File: src/rtl/cs_ser_pkg.sv
package cs_ser_pkg;
  // index of the word that follows cur in an n-word page
  function automatic int next_word_idx(int cur, int n);
    return (cur + 1 >= n) ? 0 : cur + 1;
  endfunction

  // true when bit index b is the last bit of a word of width w
  function automatic bit is_last_bit(int b, int w);
    return b == w - 1;
  endfunction
endpackage

File: src/rtl/cs_word_select.sv
module cs_word_select #(
  parameter int WORD_W  = 32,
  parameter int N_WORDS = 6,
  localparam int IDX_W  = $clog2(N_WORDS)
) (
  input  logic [N_WORDS*WORD_W-1:0] page_i,
  input  logic [IDX_W-1:0]          sel_i,
  output logic [WORD_W-1:0]         word_o
);
  logic [WORD_W-1:0] words [N_WORDS];

  for (genvar g = 0; g < N_WORDS; g++) begin : g_slice
    assign words[g] = page_i[g*WORD_W +: WORD_W];
  end

  always_comb begin
    word_o = '0;
    for (int k = 0; k < N_WORDS; k++) begin
      if (sel_i == IDX_W'(k)) word_o = words[k];
    end
  end
endmodule

File: src/rtl/cs_position.sv
module cs_position #(
  parameter int WORD_W  = 32,
  parameter int N_WORDS = 6,
  localparam int IDX_W  = $clog2(N_WORDS),
  localparam int BIT_W  = $clog2(WORD_W)
) (
  input  logic             clk,
  input  logic             rst_n,
  input  logic             restart_i,
  input  logic             step_i,
  output logic [BIT_W-1:0] bit_idx_o,
  output logic [IDX_W-1:0] word_idx_o,
  output logic [IDX_W-1:0] next_idx_o,
  output logic             wrap_o
);
  import cs_ser_pkg::*;

  assign next_idx_o = IDX_W'(next_word_idx(int'(word_idx_o), N_WORDS));
  assign wrap_o     = step_i && is_last_bit(int'(bit_idx_o), WORD_W);

  always_ff @(posedge clk or negedge rst_n) begin
    if (!rst_n) begin
      bit_idx_o  <= '0;
      word_idx_o <= '0;
    end else if (restart_i) begin
      bit_idx_o  <= '0;
      word_idx_o <= '0;
    end else if (wrap_o) begin
      bit_idx_o  <= '0;
      word_idx_o <= next_idx_o;
    end else if (step_i) begin
      bit_idx_o  <= bit_idx_o + 1'b1;
    end
  end

  AST_WORD_IDX_RANGE: assert property (@(posedge clk) disable iff (!rst_n)
    int'(word_idx_o) < N_WORDS);
  AST_WRAP_ADVANCES: assert property (@(posedge clk) disable iff (!rst_n)
    (wrap_o && !restart_i) |=> (bit_idx_o == '0) && (word_idx_o != $past(word_idx_o)));
endmodule

File: src/rtl/cs_block_serializer.sv
module cs_block_serializer #(
  parameter int WORD_W  = 32,
  parameter int N_WORDS = 6,
  localparam int IDX_W  = $clog2(N_WORDS),
  localparam int BIT_W  = $clog2(WORD_W),
  localparam int PAGE_W = WORD_W * N_WORDS
) (
  input  logic              clk,
  input  logic              rst_n,
  input  logic [PAGE_W-1:0] page_i,
  input  logic              tx_en_i,
  input  logic              cs_en_i,
  input  logic              frame_i,
  input  logic              block_i,
  output logic              cs_bit_o,
  output logic              busy_o
);
  localparam logic [IDX_W-1:0] LAST_IDX = IDX_W'(N_WORDS - 1);

  // named events
  logic              frame_go, restart_evt, step_evt, stop_evt, load_evt;
  logic              wrap_evt, load_first, load_last;
  logic [IDX_W-1:0]  word_idx, next_idx, load_idx;
  logic [BIT_W-1:0]  bit_idx;
  logic [WORD_W-1:0] sel_word, shift_q;
  logic              run_q;

  assign frame_go    = frame_i && tx_en_i && cs_en_i;
  assign restart_evt = frame_go && block_i;
  assign step_evt    = frame_go && !block_i && run_q;
  assign stop_evt    = frame_i && !tx_en_i;
  assign load_evt    = restart_evt || wrap_evt;
  assign load_idx    = restart_evt ? '0 : next_idx;
  assign load_first  = load_evt && (load_idx == '0);
  assign load_last   = load_evt && (load_idx == LAST_IDX);

  cs_position #(.WORD_W(WORD_W), .N_WORDS(N_WORDS)) pos_i (
    .clk        (clk),
    .rst_n      (rst_n),
    .restart_i  (restart_evt),
    .step_i     (step_evt),
    .bit_idx_o  (bit_idx),
    .word_idx_o (word_idx),
    .next_idx_o (next_idx),
    .wrap_o     (wrap_evt)
  );

  cs_word_select #(.WORD_W(WORD_W), .N_WORDS(N_WORDS)) sel_i (
    .page_i (page_i),
    .sel_i  (load_idx),
    .word_o (sel_word)
  );

  always_ff @(posedge clk or negedge rst_n) begin
    if (!rst_n) begin
      shift_q <= '0;
      run_q   <= 1'b0;
      busy_o  <= 1'b0;
    end else begin
      if (load_evt)      shift_q <= sel_word;
      else if (step_evt) shift_q <= shift_q >> 1;

      if (stop_evt)         run_q <= 1'b0;
      else if (restart_evt) run_q <= 1'b1;

      if (stop_evt)        busy_o <= 1'b0;
      else if (load_first) busy_o <= 1'b1;
      else if (load_last)  busy_o <= 1'b0;
    end
  end

  assign cs_bit_o = run_q && cs_en_i && shift_q[0];

  AST_BUSY_ON_FIRST: assert property (@(posedge clk) disable iff (!rst_n)
    restart_evt |=> busy_o);
  AST_BUSY_OFF_LAST: assert property (@(posedge clk) disable iff (!rst_n)
    (load_last && !stop_evt) |=> !busy_o);
  AST_TX_OFF_IDLE: assert property (@(posedge clk) disable iff (!rst_n)
    stop_evt |=> (!busy_o && !cs_bit_o));
  AST_CS_OFF_HOLD: assert property (@(posedge clk) disable iff (!rst_n)
    !cs_en_i |=> ($stable(bit_idx) && $stable(word_idx)));
  AST_CS_OFF_ZERO: assert property (@(posedge clk) disable iff (!rst_n)
    (!cs_en_i && !run_q) |-> !cs_bit_o);
  AST_RESTART_BIT0: assert property (@(posedge clk) disable iff (!rst_n)
    restart_evt |=> (bit_idx == '0 && word_idx == '0));
endmodule

File: config.mk
export PLATFORM = sky130hd
export DESIGN_NAME = cs_block_serializer
export DESIGN_NICKNAME = d
export VERILOG_FILES = /design/src/rtl/cs_ser_pkg.sv /design/src/rtl/cs_word_select.sv /design/src/rtl/cs_position.sv /design/src/rtl/cs_block_serializer.sv
export SDC_FILE = /design/constraint.sdc
export NUM_CORES = 1
export LEC_CHECK = 0
export BUFFER_PORTS_ARGS = -buffer_cell sky130_fd_sc_hd__buf_2
export CAP_MARGIN = 20
export CORE_MARGIN = 2
export CORE_UTILIZATION = 52
export CTS_CLUSTER_DIAMETER = 120
export DETAILED_ROUTE_END_ITERATION = 16
export HOLD_SLACK_MARGIN = 0.03
export PLACE_DENSITY = 0.94
export SYNTH_ARGS = -nofsm -noshare
export SYNTH_HDL_FRONTEND = slang
export SYNTH_SLANG_ARGS = --single-unit
File: constraint.sdc
create_clock -name clk -period 5 [get_ports clk]
set_input_delay 0.25 -clock clk [delete_from_list [all_inputs] [get_ports clk]]
set_output_delay 0.25 -clock clk [all_outputs]
set_load 0.01 [all_outputs]
# == Word level (Yosys, flattened, before mapping) ==
# Index checks and enable logic that the tools add are counted.
# totals
reg_bits,42
output_inout_bits,2
wordCells,54
# classes
addsub,2
n_lt_le_gt_ge,1
eq_ne,6
n_mux,20
n_reduce_logical,20
# ops
cell,count
32-bit two-way mux,8
5-bit two-way mux,3
3-bit two-way mux,4
1-bit logical AND,11
3-bit by 2-bit == test with 1-bit output (second input constant),2
3-bit == test (second input constant),2
2-bit nonzero test,3
3-bit nonzero test,2
5-bit by 1-bit adder with 5-bit output (second input constant),1
5-bit by 1-bit == test with 1-bit output (second input constant),1
1-bit two-way mux,5
3-bit by 1-bit adder with 4-bit output (second input constant),1
4-bit by 3-bit greater-or-equal comparator with 1-bit output (second input constant),1
3-bit by 1-bit == test with 1-bit output (second input constant),1
3-bit zero test,1
1-bit zero test,2
1-bit logical OR,1

# == Depth between registers and ports, before layout ==
# depth
ltp_word,12
mapped_depth,10

# == By module ==
# From an unflattened synthesis, not the netlist that was laid out.
# hier_totals
hier_cells,453
hier_area_um2,4251.6
# modules_own_cells
module,instances,cells_per_inst,area_each_um2,seq_area_each_um2
cs_word_select,1,198,1913.1,0.0
cs_block_serializer,1,199,1809.2,850.8
cs_position,1,56,529.3,200.2

# == Worst setup path after synthesis ==
# No wires, ideal clock.
# synth_timing
path_type,reg2reg
start,register pos_i.word_idx_o[1]
end,register shift_q[21]
setup_time_ps,137
arrival_time_ps,1927
setup_slack_ps,2936
path_stages_with_launch,10
synth_period_minus_slack_ps,2064
cell_sequence,dfrtp_1 > inv_1 > ha_1 > buf_2 > and2b_1 > o2111a_2 > buf_4 > a221oi_1 > o21a_1 > a211oi_1
# synth_between
elab_chain_len,12
word_cells_on_any_way,17
# synth_lines
item,line_no,text
from (decl),cs_position.sv:12,"output logic [IDX_W-1:0] word_idx_o,"
from (signal assigned),cs_position.sv:30,word_idx_o <= next_idx_o;
3-bit by 1-bit adder with 4-bit output (*),cs_ser_pkg.sv:4,return (cur + 1 >= n) ? 0 : cur + 1;
4-bit by 3-bit greater-or-equal comparator with 1-bit output,cs_ser_pkg.sv:4,
3-bit two-way mux (*),cs_ser_pkg.sv:4,
3-bit two-way mux (*),cs_block_serializer.sv:33,assign load_idx = restart_evt ? '0 : next_idx;
3-bit zero test,cs_word_select.sv:19,if (sel_i == IDX_W'(k)) word_o = words[k];
32-bit two-way mux (5 in a row),cs_word_select.sv:19,
32-bit two-way mux (*),cs_word_select.sv:19,
32-bit two-way mux (*),cs_block_serializer.sv:60,if (load_evt) shift_q <= sel_word;
to (signal assigned),cs_block_serializer.sv:60,
to (signal assigned),cs_block_serializer.sv:61,else if (step_evt) shift_q <= shift_q >> 1;
to (decl),cs_block_serializer.sv:25,"logic [WORD_W-1:0] sel_word, shift_q;"
# Mark *: on every way between the ends. The rest lies on a longest branch, timed or not.
# A chain may end at the register's enable or synchronous reset.

# == Final worst setup path ==
# layout_timing
start,register pos_i.word_idx_o[0]
end,register shift_q[9]
# The elaborated chain is that of the path after synthesis.

==> results.tsv <==
stage	metric	value	unit
sta	Max-Slew Margin vs Limit	27.4	%
grt	initial antenna violation count	0	
critical_path	Critical Path AT	3.36	ns
routing	initial DRC count	419	
sta	Final Hold Vio Count	0	
logic_synthesis	EDFF count, synth	0	
sta	Final Cycle Share	63.4	%
routing	DR vias	4903	
clocking	clock sink total	42	
floorplan	Die W	94.0	um
critical_path	R2R Setup Slk	1.83	ns
clocking	hold buffer count at CTS	0	
clocking	Max Buffers Root-to-Sink	2	
grt	gr ovfl total	0	
logic_synthesis	biggest area consumer among synthesized cells	dfrtp_1	
worst_hold_path	Worst Hold Class	in2async	
critical_path	worst endpoint required time	5.20	ns
logic_synthesis	Avg Cell Area, Syn	8.41	um^2
clocking	Clk pin slew, worst setup/hold paths	0.09	ns
logic_synthesis	area share of the largest cell type after synthesis	25.0	%
floorplan	die height	94.0	um
outcome	status	completed	
logic_synthesis	flops & latches, synth	42	
clocking	Clock Latency Late Sink	0.30	ns
clocking	root buffer cell	clkbuf_8	
layout	commonest non-fill, non-tap cell in the layout	buf_2	
critical_path	Worst path max stage delay	0.93	ns
critical_path	CP Launch Type	register	
routing	drt pass-1 iters	6	
clocking	TritonCTS clock tree	built	
sta	min cycle time layout	3.17	ns
layout	Area Overhead vs Synth	23.8	%
logic_synthesis	Yosys cell types	60	
logic_synthesis	Mapped Nets	703	
layout	fin cells	768	
placed_design	routability congestion estimate	0.876	
critical_path	Worst Path Max Fanout	34	
layout	diode count	0	
pwr	peak supply drop	137	uV
routing	DRT Wirelength	14600	um
sta	Fmax achieved	316	MHz
logic_synthesis	Seq/Total Area, Yosys	25.0	%
floorplan	Die Area	0.00884	mm^2
logic_synthesis	largest cells by area after synthesis	dfrtp_1 25%, a21oi_1 7.2%, mux2i_1 6.7%, a211oi_2 4.8%, a211oi_1 4.3%	
layout	commonest cells after routing, fill and taps aside	199 x buf_2, 61 x a21oi_1, 41 x dfrtp_1	
layout	ratio of cells with drive above 1 in the final layout	40.8	%
clocking	H-tree depth	2	
sta	Sum Neg Setup Slack	0	ns
clocking	Num CTS Buffers	5	
placed_design	I/O Buffers	199	
layout	Final Net Count	867	
logic_synthesis	asr flop ratio synth	100	%
sta	final-report setup violation count	0	
clocking	cts repair resizes	0	
routing	ANT nets after route	0	
floorplan	row cnt	32	
clocking	total setup buffers inserted after CTS	0	
logic_synthesis	Top FF cell, synth	dfrtp_1	
grt	wire length of the first global-routing pass	22300	um
routing	DR WL/cell	19.0	um
pwr	Total Power	1030	uW
grt	largest net degree at the start of global routing	56	
grt	Total GRT Usage	31.9	%
critical_path	crit path cell chain	ha_2 > and2b_1 > o2111a_2 > a221oi_1 > o21a_1 > a211oi_1	
floorplan	Ports	200	
sta	Max Slew Vio Count	0	
pwr	PD cells	197	mW/mm^2
placed_design	dpl cells	759	
routing	DRC	0	
grt	vias in the first global route	4590	
logic_synthesis	Netlist Area Pre-Place	0.00421	mm^2
critical_path	worst-path cell with the longest stage delay	ha_2	
pwr	Leakage Power	0.00255	uW
sta	Worst-Margin Slew	1.09	ns
routing	routed vias/inst	6.38	
sta	Final Skew	0.00920	ns
logic_synthesis	YS warnings	0	
flow_run	max-cap viol count	0	
logic_synthesis	Syn Inst Count	501	
critical_path	CP endpoint kind	register	
sta	RSZ-0062 raised after global routing	false	
floorplan	Starting Density	54.2	%
floorplan	core footprint	0.00777	mm^2
critical_path	worst setup path class	reg2reg	
placed_design	Post-DP HPWL	10600	um
-- per-layer routing --
metal	vias up	global-route usage, %	share of wire (%)
li1	2234	-	-
met1	2274	40.4	39
met2	355	53.9	48
met3	40	6.66	9.5
met4	0	10.7	3.0
met5	-	0	0
-- state kept, by name, summed over array words and instances (netlist names) --
register / cells
busy_o: 1
pos_i.bit_idx_o: 5
pos_i.word_idx_o: 3
run_q: 1
shift_q: 32
-- path summary, 6_finish.rpt --
check                                     from             endpoint  cells after the start
min in group clk                     page_i[0]           shift_q[0]                      3
max                        pos_i.word_idx_o[0]           shift_q[9]                      6
min reg2reg                 pos_i.bit_idx_o[4]   pos_i.bit_idx_o[4]                      1
max reg2reg                pos_i.word_idx_o[0]           shift_q[9]                      6
max in group asynchronous                rst_n  pos_i.word_idx_o[0]                      1
min                                      rst_n           shift_q[7]                      1
-- where the power goes --
part	total [uW]	switching (uW)	internal (uW)
sequential	482	60.5	421
clock	242	127	114
combinational	305	145	160
total	1030	333	695
-- Yosys cell counts (9+ instances only) --
master,count
a211oi_1,24
a211oi_2,16
a21oi_1,61
a221oi_1,15
a221oi_2,11
a22oi_1,13
and2_1,21
buf_2,22
buf_4,9
clkbuf_1,11
dfrtp_1,42
inv_1,14
mux2i_1,28
nand2_1,31
nor2_1,23
o21a_1,19
o21ai_0,16
or2_2,19
-- cell type report --
type                            count  area (um^2)
Clock buffer                        7         86.3
Fill cell                         635         2550
Inverter                           14         52.6
Tap cell                          102          128
Multi-Input combinational cell    397         2840
Clock inverter                      1         8.76
Timing Repair Buffer              205         1050
Sequential cell                    42         1050
-- kinds of logic after synthesis --
family / after synthesis / share of synthesized area (%)
mux: 29 / 6.92
buf+inv: 62 / 8.05
compound gates: 230 / 41.5
flops: 42 / 25.0
fa+ha+maj: 4 / 1.19
xor+xnor: 3 / 0.624
simple gates: 131 / 16.8
-- through the flow --
stage / setup WS (ns) / hold WS [ns] / area, um^2 / utilization, %
3_3_place_gp: 2.04 / 0.447 / 5100 / 65.7
2_1_floorplan: 2.94 / -0.0456 / 4210 / -
3_5_place_dp: 1.88 / 0.453 / 5100 / 65.7
6_report: 1.83 / 0.0863 / 5210 / 67.1
4_1_cts: 1.87 / 0.132 / 5200 / 66.9
5_1_grt: 1.61 / 0.177 / 5210 / 67.1
-- worst max-delay path: cells and delay by family, from the launching register on --
family                   cells  cell delay [ns]
flip-flops                   1             0.55
AND/OR/NAND/NOR              1             0.35
adder cells (fa/ha/maj)      1             0.93
AO/OA/AOI/OAI                4             1.20
Note: power is estimated with default switching activity, not from simulation.
